--- config.mk ---
export PLATFORM = sky130hd
export DESIGN_NAME = pll_start_seq
export DESIGN_NICKNAME = d
export VERILOG_FILES = /design/src/rtl/pll_seq_pkg.sv /design/src/rtl/pll_stab_timer.sv /design/src/rtl/pll_div_ctrl.sv /design/src/rtl/pll_seq_fsm.sv /design/src/rtl/pll_start_seq.sv
export SDC_FILE = /design/constraint.sdc
export NUM_CORES = 1
export LEC_CHECK = 0
export ABC_AREA = 1
export BUFFER_PORTS_ARGS = -buffer_cell sky130_fd_sc_hd__buf_2
export CAP_MARGIN = 0
export CORE_MARGIN = 1
export CORE_UTILIZATION = 34
export CTS_CLUSTER_SIZE = 8
export DETAILED_ROUTE_END_ITERATION = 8
export PLACE_DENSITY = 0.62
export SLEW_MARGIN = 20
export SYNTH_ARGS = -nofsm -noshare
export SYNTH_HDL_FRONTEND = slang
export SYNTH_HIERARCHICAL = 1
export SYNTH_SLANG_ARGS = --single-unit
--- constraint.sdc ---
create_clock -name clk -period 2.8 [get_ports clk]
set_clock_uncertainty 0.2 [all_clocks]
set_input_delay 0.7 -clock clk [delete_from_list [all_inputs] [get_ports clk]]
set_output_delay 0.7 -clock clk [all_outputs]
set_load 0.05 [all_outputs]
--- src/rtl/pll_seq_pkg.sv ---
package pll_seq_pkg;

    typedef enum logic [1:0] {
        ST_IDLE   = 2'd0,
        ST_WAIT   = 2'd1,
        ST_RESUME = 2'd2
    } seq_state_t;

    localparam logic [1:0] ADDR_CTRL  = 2'd0;
    localparam logic [1:0] ADDR_TSET  = 2'd1;
    localparam logic [1:0] ADDR_COUNT = 2'd2;
    localparam logic [1:0] ADDR_DIV   = 2'd3;

    function automatic logic div_code_ok(input logic [2:0] code);
        return code <= 3'd4;
    endfunction

    function automatic logic [3:0] div_code_denom(input logic [2:0] code);
        logic [3:0] d;
        unique case (code)
            3'd0:    d = 4'd2;
            3'd1:    d = 4'd3;
            3'd2:    d = 4'd4;
            3'd3:    d = 4'd6;
            3'd4:    d = 4'd8;
            default: d = 4'd2;
        endcase
        return d;
    endfunction

endpackage

--- src/rtl/pll_stab_timer.sv ---
module pll_stab_timer #(
    parameter int CNT_W = 8,
    parameter int SEL_W = 3
) (
    input  logic             clk,
    input  logic             rst,
    input  logic             start,
    input  logic             cfg_we,
    input  logic             cfg_run,
    input  logic [SEL_W-1:0] cfg_sel,
    input  logic             load_we,
    input  logic [CNT_W-1:0] load_val,
    input  logic             stop_on_ovf,
    output logic [CNT_W-1:0] count,
    output logic             running,
    output logic             ovf
);
    localparam int PRESC_W = 2 ** SEL_W;

    logic [SEL_W-1:0]   sel_q;
    logic [PRESC_W-1:0] presc_q;
    logic [PRESC_W-1:0] mask;
    logic               tick;

    always_comb begin
        for (int i = 0; i < PRESC_W; i++) begin
            mask[i] = (i <= int'(sel_q));
        end
    end

    assign tick = running && ((presc_q & mask) == mask);
    assign ovf  = tick && (count == {CNT_W{1'b1}});

    always_ff @(posedge clk) begin
        if (rst) begin
            presc_q <= '0;
            sel_q   <= '0;
            running <= 1'b0;
        end else if (start) begin
            presc_q <= '0;
            running <= 1'b1;
        end else if (cfg_we) begin
            presc_q <= '0;
            sel_q   <= cfg_sel;
            running <= cfg_run;
        end else begin
            if (running) begin
                presc_q <= presc_q + 1'b1;
            end
            if (ovf && stop_on_ovf) begin
                running <= 1'b0;
            end
        end
    end

    always_ff @(posedge clk) begin
        if (rst) begin
            count <= '0;
        end else if (load_we) begin
            count <= load_val;
        end else if (tick) begin
            count <= count + 1'b1;
        end
    end
endmodule

--- src/rtl/pll_div_ctrl.sv ---
module pll_div_ctrl
    import pll_seq_pkg::*;
(
    input  logic       clk,
    input  logic       rst,
    input  logic       code_we,
    input  logic [2:0] code_in,
    output logic [3:0] denom,
    output logic       err,
    output logic       strobe
);
    logic [2:0] code_q;
    logic [3:0] phase_q;
    logic       accept;

    assign accept = code_we && div_code_ok(code_in);
    assign denom  = div_code_denom(code_q);
    assign strobe = (phase_q == denom - 4'd1);

    always_ff @(posedge clk) begin
        if (rst) begin
            code_q <= 3'd0;
            err    <= 1'b0;
        end else if (code_we) begin
            if (accept) begin
                code_q <= code_in;
            end else begin
                err <= 1'b1;
            end
        end
    end

    always_ff @(posedge clk) begin
        if (rst || accept || strobe) begin
            phase_q <= 4'd0;
        end else begin
            phase_q <= phase_q + 4'd1;
        end
    end
endmodule

--- src/rtl/pll_seq_fsm.sv ---
module pll_seq_fsm
    import pll_seq_pkg::*;
(
    input  logic clk,
    input  logic rst,
    input  logic start_req,
    input  logic ovf,
    output logic in_wait,
    output logic clk_en,
    output logic halt,
    output logic done,
    output logic raw_sel
);
    seq_state_t state_q, state_d;

    always_comb begin
        state_d = state_q;
        unique case (state_q)
            ST_IDLE:   if (start_req) state_d = ST_WAIT;
            ST_WAIT:   if (ovf)       state_d = ST_RESUME;
            ST_RESUME: state_d = ST_IDLE;
            default:   state_d = ST_IDLE;
        endcase
    end

    always_ff @(posedge clk) begin
        if (rst) begin
            state_q <= ST_IDLE;
        end else begin
            state_q <= state_d;
        end
    end

    always_comb begin
        in_wait = 1'b0;
        clk_en  = 1'b1;
        halt    = 1'b0;
        done    = 1'b0;
        raw_sel = 1'b0;
        unique case (state_q)
            ST_IDLE: ;
            ST_WAIT: begin
                in_wait = 1'b1;
                clk_en  = 1'b0;
                halt    = 1'b1;
                raw_sel = 1'b1;
            end
            ST_RESUME: done = 1'b1;
            default: ;
        endcase
    end
endmodule

--- src/rtl/pll_start_seq.sv ---
module pll_start_seq
    import pll_seq_pkg::*;
#(
    parameter int CNT_W = 8,
    parameter int SEL_W = 3
) (
    input  logic             clk,
    input  logic             rst,
    input  logic             wr_en,
    input  logic [1:0]       wr_addr,
    input  logic [7:0]       wr_data,
    output logic             cpu_clk_en,
    output logic             cpu_halt,
    output logic             done_pulse,
    output logic             pll1_on,
    output logic             pll2_on,
    output logic             raw_clk_out_sel,
    output logic             tmr_running,
    output logic [CNT_W-1:0] tmr_count,
    output logic [3:0]       div_denom,
    output logic             div_err,
    output logic             div_strobe
);
    logic in_wait;
    logic open_wr;
    logic wr_ctrl, wr_tset, wr_count, wr_div;
    logic start_req;
    logic tmr_ovf;

    assign open_wr  = wr_en && !in_wait;
    assign wr_ctrl  = open_wr && (wr_addr == ADDR_CTRL);
    assign wr_tset  = open_wr && (wr_addr == ADDR_TSET);
    assign wr_count = open_wr && (wr_addr == ADDR_COUNT);
    assign wr_div   = wr_en   && (wr_addr == ADDR_DIV);

    assign start_req = wr_ctrl && wr_data[0] && !pll1_on && !tmr_running;

    always_ff @(posedge clk) begin
        if (rst) begin
            pll1_on <= 1'b0;
            pll2_on <= 1'b0;
        end else if (wr_ctrl) begin
            pll2_on <= wr_data[1];
            if (!wr_data[0]) begin
                pll1_on <= 1'b0;
            end else if (start_req) begin
                pll1_on <= 1'b1;
            end
        end
    end

    pll_stab_timer #(.CNT_W(CNT_W), .SEL_W(SEL_W)) timer_i (
        .clk         (clk),
        .rst         (rst),
        .start       (start_req),
        .cfg_we      (wr_tset),
        .cfg_run     (wr_data[0]),
        .cfg_sel     (wr_data[SEL_W:1]),
        .load_we     (wr_count),
        .load_val    (wr_data[CNT_W-1:0]),
        .stop_on_ovf (in_wait),
        .count       (tmr_count),
        .running     (tmr_running),
        .ovf         (tmr_ovf)
    );

    pll_seq_fsm fsm_i (
        .clk       (clk),
        .rst       (rst),
        .start_req (start_req),
        .ovf       (tmr_ovf),
        .in_wait   (in_wait),
        .clk_en    (cpu_clk_en),
        .halt      (cpu_halt),
        .done      (done_pulse),
        .raw_sel   (raw_clk_out_sel)
    );

    pll_div_ctrl div_i (
        .clk     (clk),
        .rst     (rst),
        .code_we (wr_div),
        .code_in (wr_data[2:0]),
        .denom   (div_denom),
        .err     (div_err),
        .strobe  (div_strobe)
    );
endmodule

==> impl_metrics.ini <==
[run_status]
outcome = finished clean

[clock_tree]
cts_hold_buf = 0
insertion_delay_ns = 0.28
cts_made_buffers = 5
cts_tree = built
cts.reportedPaths.clkPinSlew_ns = 0.06
h-tree-depth = 2
cts.sinks = 32
clockRootBuffer = clkbuf_8
clk_path_buf_depth = 2

[global_routing]
grt_pass1_wl_um = 6430
overflow = 0
antenna_found_initial = 0
grt.total_usage_pct = 15.03
grt_pass1_vias = 1527
grt_max_degree = 18

[critical_path]
cp.depth = 10
critical_path.max_stage_delay_ns = 0.36
worst-path-buf-inv = 4
crit_arrival_ns = 1.83
startpoint_type = register
cp_max_fo = 4
r2r_end = timer_i/presc_q[0]
end_kind = output port
path_cells = inv_4, nor2_4, o21ai_4, inv_2, ha_4, nor2_2, nor3b_2, nand3_2, clkinvlp_4, buf_8
critical_path.top_delay_family = simple AND/OR/NAND/NOR gates
r2r-start = fsm_i/state_q[0]
slowest_stage = dfxtp_4
ff2ff_setup_slack_ns = 0.86
r2r_cells = 12
critPathKind = register to output port
cp.required_ns = 1.90

[sta]
worst_slack_ns = 0.07369
final_max_slew_viol_count = 0
period_needed_ns = 2.726
worst_pin_slew_ns = 0.4217
setup_viol = 0
hold_violations = 0
finalSetupTns_ns = 0
max_freq_mhz = 366.8
fin_crit_sh_pct = 97.37
slew_headroom_pct = 71.86
rsz0062_at_grt = true

[power_and_ir_drop]
pwr-share-seq_pct = 47.5
combPwrFrac_pct = 17.2
power_density_nw_per_um2 = 468.6
p_clk_share_pct = 35.4
p_switching_mw = 0.2973
total_power_mw = 1.027
netSwitchingFraction_pct = 28.96
internal_power_mw = 0.7294
p_leak_nw = 0.9729
ir_worst_vdd_v = 0.0001577

[synthesis]
syn_avg_cell_area_um2 = 6.745
synth_seq_area_share_pct = 35.70
synth.top_cells.by_area = dfxtp_1, nand2_1, inv_1
synthDistinctLibCells = 31
synth_top_area_share_pct = 35.70
ys_ff_latch = 32
yosysWarnings = 6
synth_area_leader_cell = dfxtp_1
syn-cell-area_um2 = 1794
syn_nets = 283
syn_inst = 266

[min_path]
holdPathStages = 1
min_from = div_i/err
whs_endpoint = div_i/err
hp-class = register to register

[drt]
ant_nets = 0
dr.pass1.iters = 4
vias_per_cell = 4.636
drcViolationCount = 0
totalWireLength_um = 3958
vias = 1734
wire_per_inst_um = 10.58
drt_iter0_markers = 104

[floorplan]
core_region_area_um2 = 5107
initial_utilization_pct = 35.13
die_w_um = 74.65
io_pins = 34
row_count = 26
die_area_um2 = 5572
chipHeight_um = 74.65

[finish]
instances_no_fill = 374
diodes = 0
fin_nets = 320
layout-drive-gt1-share_pct = 24.01
final_cell_mix = nand2_1, inv_1, nor2_1
final_area_um2 = 2191
final.fill_count = 558
layout_commonest_cell = nand2_1
area.growth.synth_to_final_pct = 22.11

[placement]
dpl_worst_slack_ns = 0.1454
dp_cells = 365
portBuffers = 33
dpl_cell_area_um2 = 2043
routabilityCongestion = 0.7780
dpl.hpwl_um = 2931

[run]
max_cap_violations = 0
[through the flow]
stage          util [%]  hold WS [ns]
3_3_place_gp      40.00        0.2438
5_1_grt           42.90        0.2979
2_1_floorplan         -        0.2352
3_5_place_dp      40.00        0.2550
6_report          42.90        0.2625
4_1_cts           42.04        0.2682
[timing repair]
action	4_1_cts	5_1_grt
resized for setup	4	11
pin swaps	0	4
endpoints found under the setup margin	1	1
buffers inserted	0	1
[sequential cells by signal (all words and copies together), names as in the netlist]
signal	flops
pll1_on	1
pll2_on	1
timer_i/presc_q	8
timer_i/count	8
timer_i/running	1
timer_i/sel_q	3
div_i/phase_q	4
fsm_i/state_q	2
div_i/err	1
div_i/code_q	3
[synth_stat cells, drive strengths merged]
library cell and n:
nor3b 3, nand4 3, nand3 25, nand2 61
ha 4, nor3 8, buf 3, or2 2
dfxtp 32, xor2 4, o21bai 1, xnor2 2
a211oi 2, inv 42, a21oi 18, o22ai 2
o21a 1, o21ai 13, nor2 38, clkbuf 2
[power by group through the flow]
| stage | clock, mW | sequential [mW] | combinational (mW) |
|---|---|---|---|
| floorplan | 0 | 0.510 | 0.110 |
| global placement | 0 | 0.498 | 0.162 |
| detailed placement | 0 | 0.498 | 0.164 |
| CTS | 0.379 | 0.488 | 0.170 |
| global route | 0.395 | 0.490 | 0.195 |
| finish | 0.363 | 0.488 | 0.176 |
[cells by family (layout without fill, tap and decap cells)]
kind of cell / count (synthesis) / in the layout / share of synthesized area [%]
AO/OA/AOI/OAI: 37 / 37 / 11.23
XOR/XNOR: 6 / 6 / 2.929
adder cells (fa/ha/maj): 4 / 4 / 2.790
buffers and inverters: 47 / 85 / 10.25
flip-flops: 32 / 32 / 35.70
AND/OR/NAND/NOR: 140 / 140 / 37.10
[per-layer routing]
| metal | part of all wire, % | GRT usage, % |
|---|---|---|
| met1 | 50 | 19.26 |
| met2 | 43 | 24.32 |
| met3 | 5.1 | 4.284 |
| met4 | 1.4 | 5.031 |
| met5 | 0 | 0 |
[final cells by class]
cell class	count	area (µm²)	share of cell area, %
clock buffers	8	90.09	4.112
repair buffers	35	190.2	8.681
multi-input cells	187	1008	46.03
flip-flops and latches	32	648.1	29.58
inverters	42	166.4	7.596
well taps	70	87.58	3.998
[worst max path at each step]
stage / start / end / slack, ns
after floorplan: div_i/code_q[1] / div_strobe / 0.03
after global placement: div_i/code_q[2] / div_strobe / 0.20
after detailed placement: div_i/code_q[2] / div_strobe / 0.15
after CTS: div_i/code_q[1] / div_strobe / 0.005
after global routing: div_i/code_q[2] / div_strobe / -0.009
final: div_i/code_q[2] / div_strobe / 0.07
Power figures use the tool's default switching activity.
